## src/rtl/ctrk_pkg.sv

```systemverilog
package ctrk_pkg;

    typedef enum logic [1:0] {
        STEP_KEEP  = 2'd0,
        STEP_INC   = 2'd1,
        STEP_DEC   = 2'd2,
        STEP_FAULT = 2'd3
    } step_e;

    // Number of ones in a vector (up to 64 destinations).
    function automatic int unsigned ones64(input logic [63:0] v);
        int unsigned n;
        n = 0;
        for (int i = 0; i < 64; i++) begin
            n += int'(v[i]);
        end
        return n;
    endfunction

    // Decide how one bit update moves the counter.
    function automatic step_e step_decide(input logic en, input logic cur,
                                          input logic want, input logic at_zero,
                                          input logic at_full);
        if (!en || (cur == want)) begin
            return STEP_KEEP;
        end
        if (want) begin
            return at_full ? STEP_FAULT : STEP_INC;
        end
        return at_zero ? STEP_FAULT : STEP_DEC;
    endfunction

endpackage

```

## src/rtl/ctrk_load.sv

```systemverilog
module ctrk_load
    import ctrk_pkg::*;
#(
    parameter int N  = 8,
    parameter int CW = 4
) (
    input  logic [N-1:0]  map_i,
    input  logic [CW-1:0] cnt_i,
    input  logic          dlv_valid,
    input  logic          dlv_fail,
    input  logic [N-1:0]  dlv_mask,
    input  logic [CW-1:0] dlv_count,
    output logic [N-1:0]  map_o,
    output logic [CW-1:0] cnt_o
);
    logic take;

    assign take = dlv_valid && (cnt_i == '0);

    always_comb begin
        map_o = map_i;
        cnt_o = cnt_i;
        if (take) begin
            if (dlv_fail) begin
                map_o = '0;
                cnt_o = '0;
            end else begin
                map_o = dlv_mask;
                cnt_o = dlv_count;
            end
        end
    end
endmodule

```

## src/rtl/ctrk_step.sv

```systemverilog
module ctrk_step
    import ctrk_pkg::*;
#(
    parameter int N  = 8,
    parameter int CW = 4,
    parameter int IW = 3
) (
    input  logic [N-1:0]  map_i,
    input  logic [CW-1:0] cnt_i,
    input  logic          en,
    input  logic [IW-1:0] idx,
    input  logic          want,
    input  logic [N-1:0]  pend,
    output logic [N-1:0]  map_o,
    output logic [CW-1:0] cnt_o,
    output logic          fault_o
);
    logic  in_range;
    logic  cur;
    step_e step;

    assign in_range = (32'(idx) < N);
    assign cur      = in_range ? map_i[idx] : 1'b0;

    always_comb begin
        step    = step_decide(en && in_range, cur, want, cnt_i == '0,
                              32'(cnt_i) >= N);
        map_o   = map_i;
        cnt_o   = cnt_i;
        fault_o = 1'b0;
        case (step)
            STEP_INC: begin
                map_o[idx] = 1'b1;
                cnt_o      = cnt_i + CW'(1);
            end
            STEP_DEC: begin
                map_o[idx] = 1'b0;
                cnt_o      = cnt_i - CW'(1);
            end
            STEP_FAULT: begin
                map_o   = pend;
                cnt_o   = CW'(ones64(64'(pend)));
                fault_o = 1'b1;
            end
            default: ;
        endcase
    end
endmodule

```

## src/rtl/ctrk_top.sv

```systemverilog
module ctrk_top
    import ctrk_pkg::*;
#(
    parameter int N  = 8,
    parameter int CW = $clog2(N + 1),
    parameter int IW = (N > 1) ? $clog2(N) : 1
) (
    input  logic          clk,
    input  logic          rst,
    input  logic          dlv_valid,
    input  logic          dlv_fail,
    input  logic [N-1:0]  dlv_mask,
    input  logic [CW-1:0] dlv_count,
    input  logic          eoi_valid,
    input  logic [IW-1:0] eoi_dest,
    input  logic          fix_valid,
    input  logic [IW-1:0] fix_dest,
    input  logic          fix_pending,
    input  logic          resync,
    input  logic [N-1:0]  pend_vec,
    output logic          coalesced,
    output logic [CW-1:0] outstanding,
    output logic          err_pulse
);
    localparam int NSTAGE = 3;

    logic [N-1:0]  map_q;
    logic [CW-1:0] cnt_q;
    logic          err_q;

    // Stage chain: delivery load, acknowledgement, fix-up.
    logic [N-1:0]  map_s [NSTAGE+1];
    logic [CW-1:0] cnt_s [NSTAGE+1];
    logic          flt_eoi;
    logic          flt_fix;

    assign map_s[0] = map_q;
    assign cnt_s[0] = cnt_q;

    ctrk_load #(.N(N), .CW(CW)) i_load (
        .map_i     (map_s[0]),
        .cnt_i     (cnt_s[0]),
        .dlv_valid (dlv_valid),
        .dlv_fail  (dlv_fail),
        .dlv_mask  (dlv_mask),
        .dlv_count (dlv_count),
        .map_o     (map_s[1]),
        .cnt_o     (cnt_s[1])
    );

    ctrk_step #(.N(N), .CW(CW), .IW(IW)) i_eoi (
        .map_i   (map_s[1]),
        .cnt_i   (cnt_s[1]),
        .en      (eoi_valid),
        .idx     (eoi_dest),
        .want    (1'b0),
        .pend    (pend_vec),
        .map_o   (map_s[2]),
        .cnt_o   (cnt_s[2]),
        .fault_o (flt_eoi)
    );

    ctrk_step #(.N(N), .CW(CW), .IW(IW)) i_fix (
        .map_i   (map_s[2]),
        .cnt_i   (cnt_s[2]),
        .en      (fix_valid),
        .idx     (fix_dest),
        .want    (fix_pending),
        .pend    (pend_vec),
        .map_o   (map_s[3]),
        .cnt_o   (cnt_s[3]),
        .fault_o (flt_fix)
    );

    always_ff @(posedge clk) begin
        if (rst || resync) begin
            map_q <= '0;
            cnt_q <= '0;
            err_q <= 1'b0;
        end else begin
            map_q <= map_s[NSTAGE];
            cnt_q <= cnt_s[NSTAGE];
            err_q <= flt_eoi | flt_fix;
        end
    end

    assign coalesced   = (cnt_q != '0);
    assign outstanding = cnt_q;
    assign err_pulse   = err_q;
endmodule

```

## config.mk

```make
export PLATFORM = sky130hd
export DESIGN_NAME = ctrk_top
export DESIGN_NICKNAME = d
export VERILOG_FILES = /design/src/rtl/ctrk_pkg.sv /design/src/rtl/ctrk_load.sv /design/src/rtl/ctrk_step.sv /design/src/rtl/ctrk_top.sv
export SDC_FILE = /design/constraint.sdc
export NUM_CORES = 1
export LEC_CHECK = 0
export BUFFER_PORTS_ARGS = -buffer_cell sky130_fd_sc_hd__buf_2
export CORE_ASPECT_RATIO = 0.9
export CORE_UTILIZATION = 37
export CTS_CLUSTER_DIAMETER = 150
export DETAILED_ROUTE_END_ITERATION = 10
export GPL_ROUTABILITY_DRIVEN = 0
export SLEW_MARGIN = 10
export SYNTH_ARGS = -nofsm -noshare
export SYNTH_HDL_FRONTEND = slang
export SYNTH_SLANG_ARGS = --single-unit
```

## constraint.sdc

```tcl
create_clock -name clk -period 5.3 [get_ports clk]
set_input_delay 1.06 -clock clk [delete_from_list [all_inputs] [get_ports clk]]
set_output_delay 1.06 -clock clk [all_outputs]
set_load 0.03 [all_outputs]
```

==> metrics.md, run 1 <==
| Metric | Value |
|---|---|
| Status | `finished with violations` |
| Failing checks | `negative setup slack` |
| Maximum clock frequency | `0.188 GHz` |
| Worst skew pair latency | `240 ps` |
| Die height | `70.4 um` |
| Initial DRC count | `139` |
| CTS tree | `done` |
| CP Class | `in2reg` |
| Commonest non-fill, non-tap cell in the layout | `buf_2` |
| Largest net degree at the start of global routing | `14` |
| Share of cells above drive strength 1 | `0.402` |
| Number of antenna violations at the first check in global routing | `0` |
| Die footprint | `5490 um^2` |
| Worst slack, placed | `-319 ps` |
| Ys async rst share | `0` |
| Synth Cell Area | `1920 um^2` |
| Post-DR wirelength/cell | `15.7 um` |
| #FFs+latches synth | `13` |
| Final Hold Vio Count | `0` |
| Router iterations before antenna repair | `4` |
| CP cell instances | `buf_8 > ha_4 > inv_2 > fa_1 > fa_1 > fa_2 > fa_2 > xnor2_2 > nor2_1 > a21oi_1 > mux2i_1 > and3_1 > nand3_2 > mux2_4 > ha_4 > ha_1 > o41a_1 > xnor2_2 > o31ai_2 > a21oi_1` |
| CTS sink count | `13` |
| Die width | `78.0 um` |
| Routed Antenna Nets | `0` |
| Critical path capture point type | `flip-flop` |
| Vias in the first global route | `1,926` |
| Synthesized Nets | `299` |
| Cells after Synth | `248` |
| Initial core utilization | `0.390` |
| RSZ-0062 raised after global routing | `yes` |
| WP data arrival | `5420 ps` |
| Crit path largest cell delay | `490 ps` |
| Top FF cell, synth | `dfxtp_1` |
| Cell at the slowest stage of the critical path | `fa_1` |
| Residual DRC | `0` |
| Worst Path Required | `5410 ps` |
| Leakage | `1.13 nW` |
| Max-Slew Margin vs Limit | `0.641` |
| Number of flops mapped to enable cells by yosys | `0` |
| CTS Buffer Depth | `2` |
| Total Wirelength | `5830 um` |
| CTS Buf Count | `3` |
| Nets | `358` |
| Setup crit start kind | `input pin` |
| HP Class | `reg2reg` |
| Core footprint | `4920 um^2` |
| Max cap viols | `0` |
| CP delay by family, top | `adder cells` |
| All-Layer GR Usage | `0.211` |
| Power, Total | `0.648 mW` |
| Cell row count | `24` |
| Slew Limit Fails | `0` |
| Via/cell ratio | `5.59` |
| Post-layout minimum cycle time | `5310 ps` |
| # H-tree levels | `1` |
| Root buf cell | `clkbuf_8` |
| Pwr Density | `255 nW/um^2` |
| Yosys cell types | `57` |
| Gr ovfl total | `0` |
| # diodes | `0` |
| Worst Path Max Fanout | `4` |
| First-pass GRT wire length | `9180 um` |
| Clock skew | `5.18 ps` |
| Worst slew pin tran | `536 ps` |
| PnR worst setup slack | `-10.8 ps` |
| Sequential share of the synthesized area | `0.135` |
| Buffer and inverter count on the worst path | `2` |
| Fin crit share | `1.00` |
| Final setup vio count | `1` |
| Dpl hpwl | `4530 um` |
| Syn_area_per_cell | `7.75 um^2` |
| Input/output buffers | `39` |
| Area grow syn2layout | `32.3%` |
| Max VDD drop | `138 uV` |
| Ys Warns | `0` |
| Most frequent cells in the layout | `buf_2, buf_4, inv_1` |
| Detailed-route via count | `2,074` |
| Clock slew at reported path FFs | `60 ps` |
| # hold bufs at CTS | `0` |
| I/O Pins | `40` |
cell usage after synthesis, types with 3 or more instances:
master    count  area, um^2
nand3_1       4        20.0
mux2i_1       8        80.1
nand3b_1      7        52.6
xnor2_1       4        35.0
nor2b_1       5        31.3
a221oi_1     10        87.6
or2_2         4        25.0
nand2_1      14        52.6
ha_1         11         138
o22ai_1       3        18.8
nor3_1       13        65.1
mux2_2        5        56.3
a211oi_1     13        97.6
dfxtp_1      13         260
inv_1        23        86.3
clkbuf_1      8        30.0
nor2_1       15        56.3
buf_4         4        30.0
a31o_2        4        35.0
o31ai_1       3        22.5
a21oi_1      18        90.1
a21o_1        4        30.0
o21ai_0       9        45.0
fa_1          6         120
cell families (layout without fill, tap and decap cells):
| logic type | Yosys count | in the layout | synth area share |
|---|---|---|---|
| compound gates | 82 | 82 | 0.304 |
| mux | 13 | 13 | 0.0709 |
| flops | 13 | 13 | 0.135 |
| buf+inv | 38 | 96 | 0.0826 |
| simple gates | 81 | 81 | 0.254 |
| xor+xnor | 4 | 4 | 0.0182 |
| fa+ha+maj | 17 | 17 | 0.134 |
path summary, 6_finish.rpt:
| kind | to | cells past startpoint | slack (ps) | startpoint |
|---|---|---|---|---|
| max | outstanding[3]$_SDFF_PP0_ | 20 | -10 | pend_vec[1] |
| min reg2reg | map_q[1]$_SDFF_PP0_ | 4 | 760 | map_q[1]$_SDFF_PP0_ |
| min | map_q[1]$_SDFF_PP0_ | 4 | 760 | map_q[1]$_SDFF_PP0_ |
| max reg2reg | outstanding[3]$_SDFF_PP0_ | 19 | 350 | outstanding[0]$_SDFF_PP0_ |
repair_timing:
| item | 4_1_cts | 5_1_grt |
|---|---|---|
| pin swaps | 1 | 5 |
| endpoints found under the setup margin | 3 | 11 |
| resized for setup | 6 | 24 |
| setup buffers | 1 | 4 |
layer usage:
metal / wire (um) / global-route usage / vias up
li1: - / - / 1038
met1: 2860 / 0.313 / 951
met2: 2580 / 0.326 / 81
met3: 341 / 0.0144 / 4
met4: 43 / 0.0535 / 0
met5: 0 / 0 / -
flip-flops by register name (all words and copies together) (netlist names):
name and flops:
outstanding 4, err_pulse 1, map_q 8
metrics by stage:
step	setup TNS (ps)	hold slack [ps]	std cells	utilization	instance area, um^2
after floorplan	-32.0	665	248	-	1930
after global placement	-1270	745	362	0.470	2320
after detailed placement	-1900	755	362	0.470	2320
after CTS	0	763	367	0.488	2400
after global routing	-377	820	371	0.517	2540
final	-10.8	762	371	0.517	2540
worst min-delay path, delay by kind of cell (launching register included):
family | cells | cell delay [ps]
simple gates | 2 | 120
compound gates | 2 | 280
flops | 1 | 300
power by group:
group	leakage (nW)	internal, mW	switching, mW
clock	0.0228	0.0530	0.0350
sequential	0.106	0.106	0.00711
combinational	1.01	0.198	0.250
total	1.13	0.356	0.292
layout make-up:
cell class              count  area (um^2)
repair buffers             68          433
fillers                   493         2380
inverters                  24         92.6
flip-flops and latches     13          260
well taps                  65         81.3
clock buffers               4         45.0
multi-input cells         197         1630
No activity file was read; power rests on OpenSTA's default activity.
==> run 2: changes to the inputs <==
- CTS_BUF_LIST: default -> sky130_fd_sc_hd__clkbuf_8
- REMOVE_ABC_BUFFERS: default -> 1
- clock period: 5.3 -> 4.35 ns (I/O delays scaled with it)
==> metrics.md, run 2 (same netlist as run 1, synthesis figures left out) <==
| Metric | Value |
|---|---|
| Status | `finished with violations (unchanged)` |
| Failing checks | `negative setup slack (unchanged)` |
| Largest net degree at the start of global routing | `14 (unchanged)` |
| # hold bufs at CTS | `0 (unchanged)` |
| Most frequent cells in the layout | `buf_4, buf_2, inv_1 (was buf_2, buf_4, inv_1)` |
| Max VDD drop | `148 uV (was 138 uV)` |
| Number of antenna violations at the first check in global routing | `0 (unchanged)` |
| Core footprint | `4920 um^2 (unchanged)` |
| Max cap viols | `0 (unchanged)` |
| Placed insts | `415 (was 362)` |
| Worst Path Required | `4460 ps (was 5410 ps)` |
| CTS Buf Count | `3 (unchanged)` |
| WP data arrival | `5330 ps (was 5420 ps)` |
| Slew Limit Fails | `0 (unchanged)` |
| Routed Antenna Nets | `0 (unchanged)` |
| Die width | `78.0 um (unchanged)` |
| Fin crit share | `1.20` |
| Top reg by flops | `map_q (unchanged)` |
| Clock slew at reported path FFs | `60 ps (about the same)` |
| CP Class | `in2reg (unchanged)` |
| Dpl hpwl | `4970 um (was 4530 um)` |
| Nets | `418 (was 358)` |
| Clock skew | `1.89 ps (was 5.18 ps)` |
| Worst slack, placed | `-1360 ps (was -319 ps)` |
| Input/output buffers | `39 (unchanged)` |
| # H-tree levels | `1 (unchanged)` |
| Cell row count | `24 (unchanged)` |
| Die height | `70.4 um (unchanged)` |
| Final Hold Vio Count | `0 (unchanged)` |
| CTS Buffer Depth | `2 (unchanged)` |
| Area grow syn2layout | `62.0% (was 32.3%)` |
| Finished Layout Cells | `431 (was 371)` |
| RSZ-0062 raised after global routing | `yes (unchanged)` |
| Residual DRC | `0 (unchanged)` |
| Final setup vio count | `13 (was 1)` |
| Total Wirelength | `6560 um (was 5830 um)` |
| CTS sink count | `13 (unchanged)` |
| # diodes | `0 (unchanged)` |
| Max FFs per register | `8 (unchanged)` |
| Final core utilization | `0.633 (was 0.517)` |
| I/O Pins | `40 (unchanged)` |
| Setup crit start kind | `input pin (unchanged)` |
| CTS tree | `done (unchanged)` |
| Vias in the first global route | `2,281 (was 1,926)` |
| All-Layer GR Usage | `0.242 (was 0.211)` |
| Via/cell ratio | `5.52 (was 5.59)` |
| Share of cells above drive strength 1 | `0.544 (was 0.402)` |
| Critical path capture point type | `flip-flop (unchanged)` |
| Die footprint | `5490 um^2 (unchanged)` |
| Commonest non-fill, non-tap cell in the layout | `buf_4 (was buf_2)` |
| Router iterations before antenna repair | `5 (was 4)` |
| First-pass GRT wire length | `10,600 um (was 9180 um)` |
| Worst Path Max Fanout | `4 (unchanged)` |
| PnR worst setup slack | `-866 ps (was -10.8 ps)` |
| Post-DP Area | `2710 um^2 (was 2320 um^2)` |
| Leakage | `1.45 nW (was 1.13 nW)` |
| Initial DRC count | `122 (was 139)` |
| Initial core utilization | `0.390 (unchanged)` |
| Post-layout minimum cycle time | `5220 ps` |
| Root buf cell | `clkbuf_8 (unchanged)` |
| Gr ovfl total | `0 (unchanged)` |
| HP Class | `reg2reg (unchanged)` |
| Pwr Density | `294 nW/um^2 (was 255 nW/um^2)` |
| Worst skew pair latency | `240 ps (about the same)` |
| Finished layout cell area | `3120 um^2 (was 2540 um^2)` |
| Post-DR wirelength/cell | `15.2 um (was 15.7 um)` |
| Detailed-route via count | `2,380 (was 2,074)` |
| Worst slew pin tran | `520 ps (was 536 ps)` |
| Worst Hold Slack | `747 ps (was 762 ps)` |
| Max-Slew Margin vs Limit | `0.652 (was 0.641)` |
| Maximum clock frequency | `0.192 GHz` |
==> run 2: cell count changes in the layout (fill, tap and decap cells not counted), sizes merged <==
cell	change
buf	+59
inv	+1
==> run 2: repair_timing <==
action / CTS / global route
pin swaps: 20 / 10
gates resized for setup: 46 / 11
gates cloned: 0 / 1
setup endpoints to repair: 13 / 13
buffers inserted: 14 / 4
==> run 2: path summary, 6_finish.rpt <==
kind / startpoint / to / slack, ps / cells past startpoint
setup / recovery: pend_vec[1] / outstanding[3]$_SDFF_PP0_ / -870 / 20
hold reg to reg: map_q[1]$_SDFF_PP0_ / map_q[1]$_SDFF_PP0_ / 750 / 4
setup reg to reg: outstanding[0]$_SDFF_PP0_ / outstanding[3]$_SDFF_PP0_ / -540 / 19
hold / removal: map_q[1]$_SDFF_PP0_ / map_q[1]$_SDFF_PP0_ / 750 / 4
==> run 2: worst max-delay path, stage by stage <==
cell     delay [ps]
buf_6           100
ha_4            250
inv_2            30
fa_1            490
fa_1            430
fa_2            370
fa_2            360
xnor2_2         160
nor2_1          110
a21oi_1          60
mux2i_1         220
and3_1          230
nand3_2         100
mux2_4          310
ha_4            190
ha_2            200
o41a_1          440
xnor2_1         150
o31ai_1         200
a21oi_1          60
==> run 2: power breakdown <==
group / internal, mW / switching (mW)
clock: 0.0624 / 0.0449
sequential: 0.129 / 0.00690
combinational: 0.326 / 0.347
==> run 2: metal layers <==
layer	up-vias	GRT usage	share of wire	routed length, um
li1	1158	-	-	-
met1	1101	0.339	0.47	3060
met2	109	0.393	0.45	2940
met3	12	0.0131	0.061	401
met4	0	0.0864	0.024	160
met5	-	0	0	0
==> run 2: layout make-up <==
type                       instances  area [um^2]
sequential                        13          260
multi-input combinational        197         1710
inverter                          24         95.1
tap                               65         81.3
clock inverter                     1         3.75
clock buffer                       3         41.3
fill                             446         1810
timing repair buffer             128          920
==> run 2: metrics by stage <==
stage	TNS [ps]	power, mW
floorplan	-8400	0.451
global placement	-10300	0.683
detailed placement	-12300	0.694
CTS	-6100	0.862
global route	-10680	0.969
finish	-8530	0.915
==> run 3: changes to the inputs <==
- PLACE_DENSITY_LB_ADDON: default -> 0.25
- SKIP_LAST_GASP: default -> 1
==> metrics.md, run 3 (same netlist as run 1, synthesis figures left out) <==
| Metric | Value |
|---|---|
| Core footprint | `4920 um^2 (unchanged)` |
| First-pass GRT wire length | `10,300 um (was 10,600 um)` |
| All-Layer GR Usage | `0.239 (was 0.242)` |
| Die footprint | `5490 um^2 (unchanged)` |
| Fin crit share | `1.20 (about the same)` |
| Root buf cell | `clkbuf_8 (unchanged)` |
| Final setup vio count | `13 (unchanged)` |
| Max FFs per register | `8 (unchanged)` |
| Routed Antenna Nets | `0 (unchanged)` |
| PnR worst setup slack | `-890 ps (was -866 ps)` |
| Max-Slew Margin vs Limit | `0.663 (was 0.652)` |
| Share of cells above drive strength 1 | `0.552 (was 0.544)` |
| CP cell instances | `buf_8 > ha_4 > inv_2 > fa_1 > fa_1 > fa_2 > fa_2 > xnor2_2 > nor2_1 > a21oi_1 > mux2i_1 > and3_1 > nand3_2 > mux2_4 > ha_4 > buf_4 > buf_6 > inv_4 > fa_1 > xnor2_1 > a221oi_1 > a211oi_1 (was buf_6 > ha_4 > inv_2 > fa_1 > fa_1 > fa_2 > fa_2 > xnor2_2 > nor2_1 > a21oi_1 > mux2i_1 > and3_1 > nand3_2 > mux2_4 > ha_4 > ha_2 > o41a_1 > xnor2_1 > o31ai_1 > a21oi_1)` |
| RSZ-0062 raised after global routing | `yes (unchanged)` |
| Input/output buffers | `39 (unchanged)` |
| Reg2reg path depth | `22 (was 19)` |
| # hold bufs at CTS | `0 (unchanged)` |
| # diodes | `0 (unchanged)` |
| Worst Path Required | `4460 ps (about the same)` |
| Finished Layout Cells | `431 (unchanged)` |
| Leakage | `1.46 nW (was 1.45 nW)` |
| Failing checks | `negative setup slack (unchanged)` |
| Worst skew pair latency | `240 ps (about the same)` |
| Total Wirelength | `6790 um (was 6560 um)` |
| Post-layout minimum cycle time | `5240 ps (was 5220 ps)` |
| Initial DRC count | `141 (was 122)` |
| Via/cell ratio | `5.51 (was 5.52)` |
| CTS tree | `done (unchanged)` |
| Worst Path Max Fanout | `4 (unchanged)` |
| WP data arrival | `5350 ps (was 5330 ps)` |
| Worst Hold Depth | `4 (unchanged)` |
| Maximum clock frequency | `0.191 GHz (was 0.192 GHz)` |
| Worst slew pin tran | `502 ps (was 520 ps)` |
| Nets | `418 (unchanged)` |
| I/O Pins | `40 (unchanged)` |
| Status | `finished with violations (unchanged)` |
| Detailed-route via count | `2,375 (was 2,380)` |
| CTS Buffer Depth | `2 (unchanged)` |
| HP Class | `reg2reg (unchanged)` |
| Top reg by flops | `map_q (unchanged)` |
| Vias in the first global route | `2,205 (was 2,281)` |
| Power, Total | `0.940 mW (was 0.915 mW)` |
| Post-DP Area | `2740 um^2 (was 2710 um^2)` |
| Dpl hpwl | `4960 um (was 4970 um)` |
| Slew Limit Fails | `0 (unchanged)` |
| Gr ovfl total | `0 (unchanged)` |
| Initial core utilization | `0.390 (unchanged)` |
| CTS Buf Count | `3 (unchanged)` |
| Router iterations before antenna repair | `5 (unchanged)` |
| Residual DRC | `0 (unchanged)` |
| Placed insts | `418 (was 415)` |
| CP Class | `in2reg (unchanged)` |
| Number of antenna violations at the first check in global routing | `0 (unchanged)` |
| Commonest non-fill, non-tap cell in the layout | `buf_4 (unchanged)` |
| # H-tree levels | `1 (unchanged)` |
| Clock slew at reported path FFs | `50 ps (was 60 ps)` |
| Die height | `70.4 um (unchanged)` |
| Die width | `78.0 um (unchanged)` |
| Max VDD drop | `151 uV (was 148 uV)` |
| Most common cell on crit path | `fa_1` |
| Pwr Density | `294 nW/um^2 (about the same)` |
| Cell at the slowest stage of the critical path | `fa_1 (unchanged)` |
| Most frequent cells in the layout | `buf_4, buf_2, inv_1 (unchanged)` |
| R2R Setup Slk | `-550 ps (was -540 ps)` |
| Finished layout cell area | `3200 um^2 (was 3120 um^2)` |
| Largest net degree at the start of global routing | `14 (unchanged)` |
| Area grow syn2layout | `66.2% (was 62.0%)` |
| Critical path capture point type | `flip-flop (unchanged)` |
| Final Hold Vio Count | `0 (unchanged)` |
| Cell row count | `24 (unchanged)` |
| CTS sink count | `13 (unchanged)` |
| Max cap viols | `0 (unchanged)` |
| Crit path largest cell delay | `510 ps (was 490 ps)` |
| Clock skew | `3.39 ps (was 1.89 ps)` |
| Post-DR wirelength/cell | `15.8 um (was 15.2 um)` |
| Setup crit start kind | `input pin (unchanged)` |
run 3: critical path: cells and delay by family:
kind	cells	cell delay [ps]
xor gates and xnor gates	2	380
buffers and inverters	5	400
adders and majority gates	7	2530
AOI/OAI and AO/OA	3	530
muxes	2	280
and+or+nand+nor	3	350
run 3: layout make-up:
class	instances	area (um^2)
Clock buffer	3	41.3
Clock inverter	1	3.75
Inverter	24	92.6
Fill cell	442	1730
Sequential cell	13	260
Multi-Input combinational cell	197	1790
Tap cell	65	81.3
Timing Repair Buffer	128	926
run 3: what timing repair did:
| item | CTS | global route |
|---|---|---|
| pin swaps | 21 | 25 |
| endpoints found under the setup margin | 13 | 13 |
| resized for setup | 33 | 33 |
| buffers inserted | 4 | 6 |
run 3: per-stage QoR:
stage                     hold WS [ps]  worst slack, ps  TNS (ps)  utilization
final                              793             -890     -7400        0.649
after global routing               816             -979     -8940        0.649
after CTS                          741             -878     -8150        0.606
after floorplan                    665            -1040     -8400            -
after detailed placement           734            -1310    -12420        0.557
after global placement             741            -1140    -10510        0.557
run 3: per-layer routing:
metal | up-vias | track usage | share of wire
met3 | 12 | 0.00915 | 0.055
met1 | 1107 | 0.331 | 0.46
met2 | 98 | 0.405 | 0.47
li1 | 1158 | - | -
met4 | 0 | 0.0638 | 0.021
met5 | - | 0 | 0
run 3: power breakdown:
part,switching (mW),total [mW],internal (mW)
combinational,0.359,0.701,0.342
sequential,0.00682,0.135,0.129
clock,0.0422,0.104,0.0623
run 3: worst paths after layout:
kind                             startpoint                        end
setup / recovery                pend_vec[0]  outstanding[2]$_SDFF_PP0_
hold / removal          map_q[1]$_SDFF_PP0_        map_q[1]$_SDFF_PP0_
setup reg to reg  outstanding[0]$_SDFF_PP0_  outstanding[2]$_SDFF_PP0_
hold reg to reg         map_q[1]$_SDFF_PP0_        map_q[1]$_SDFF_PP0_
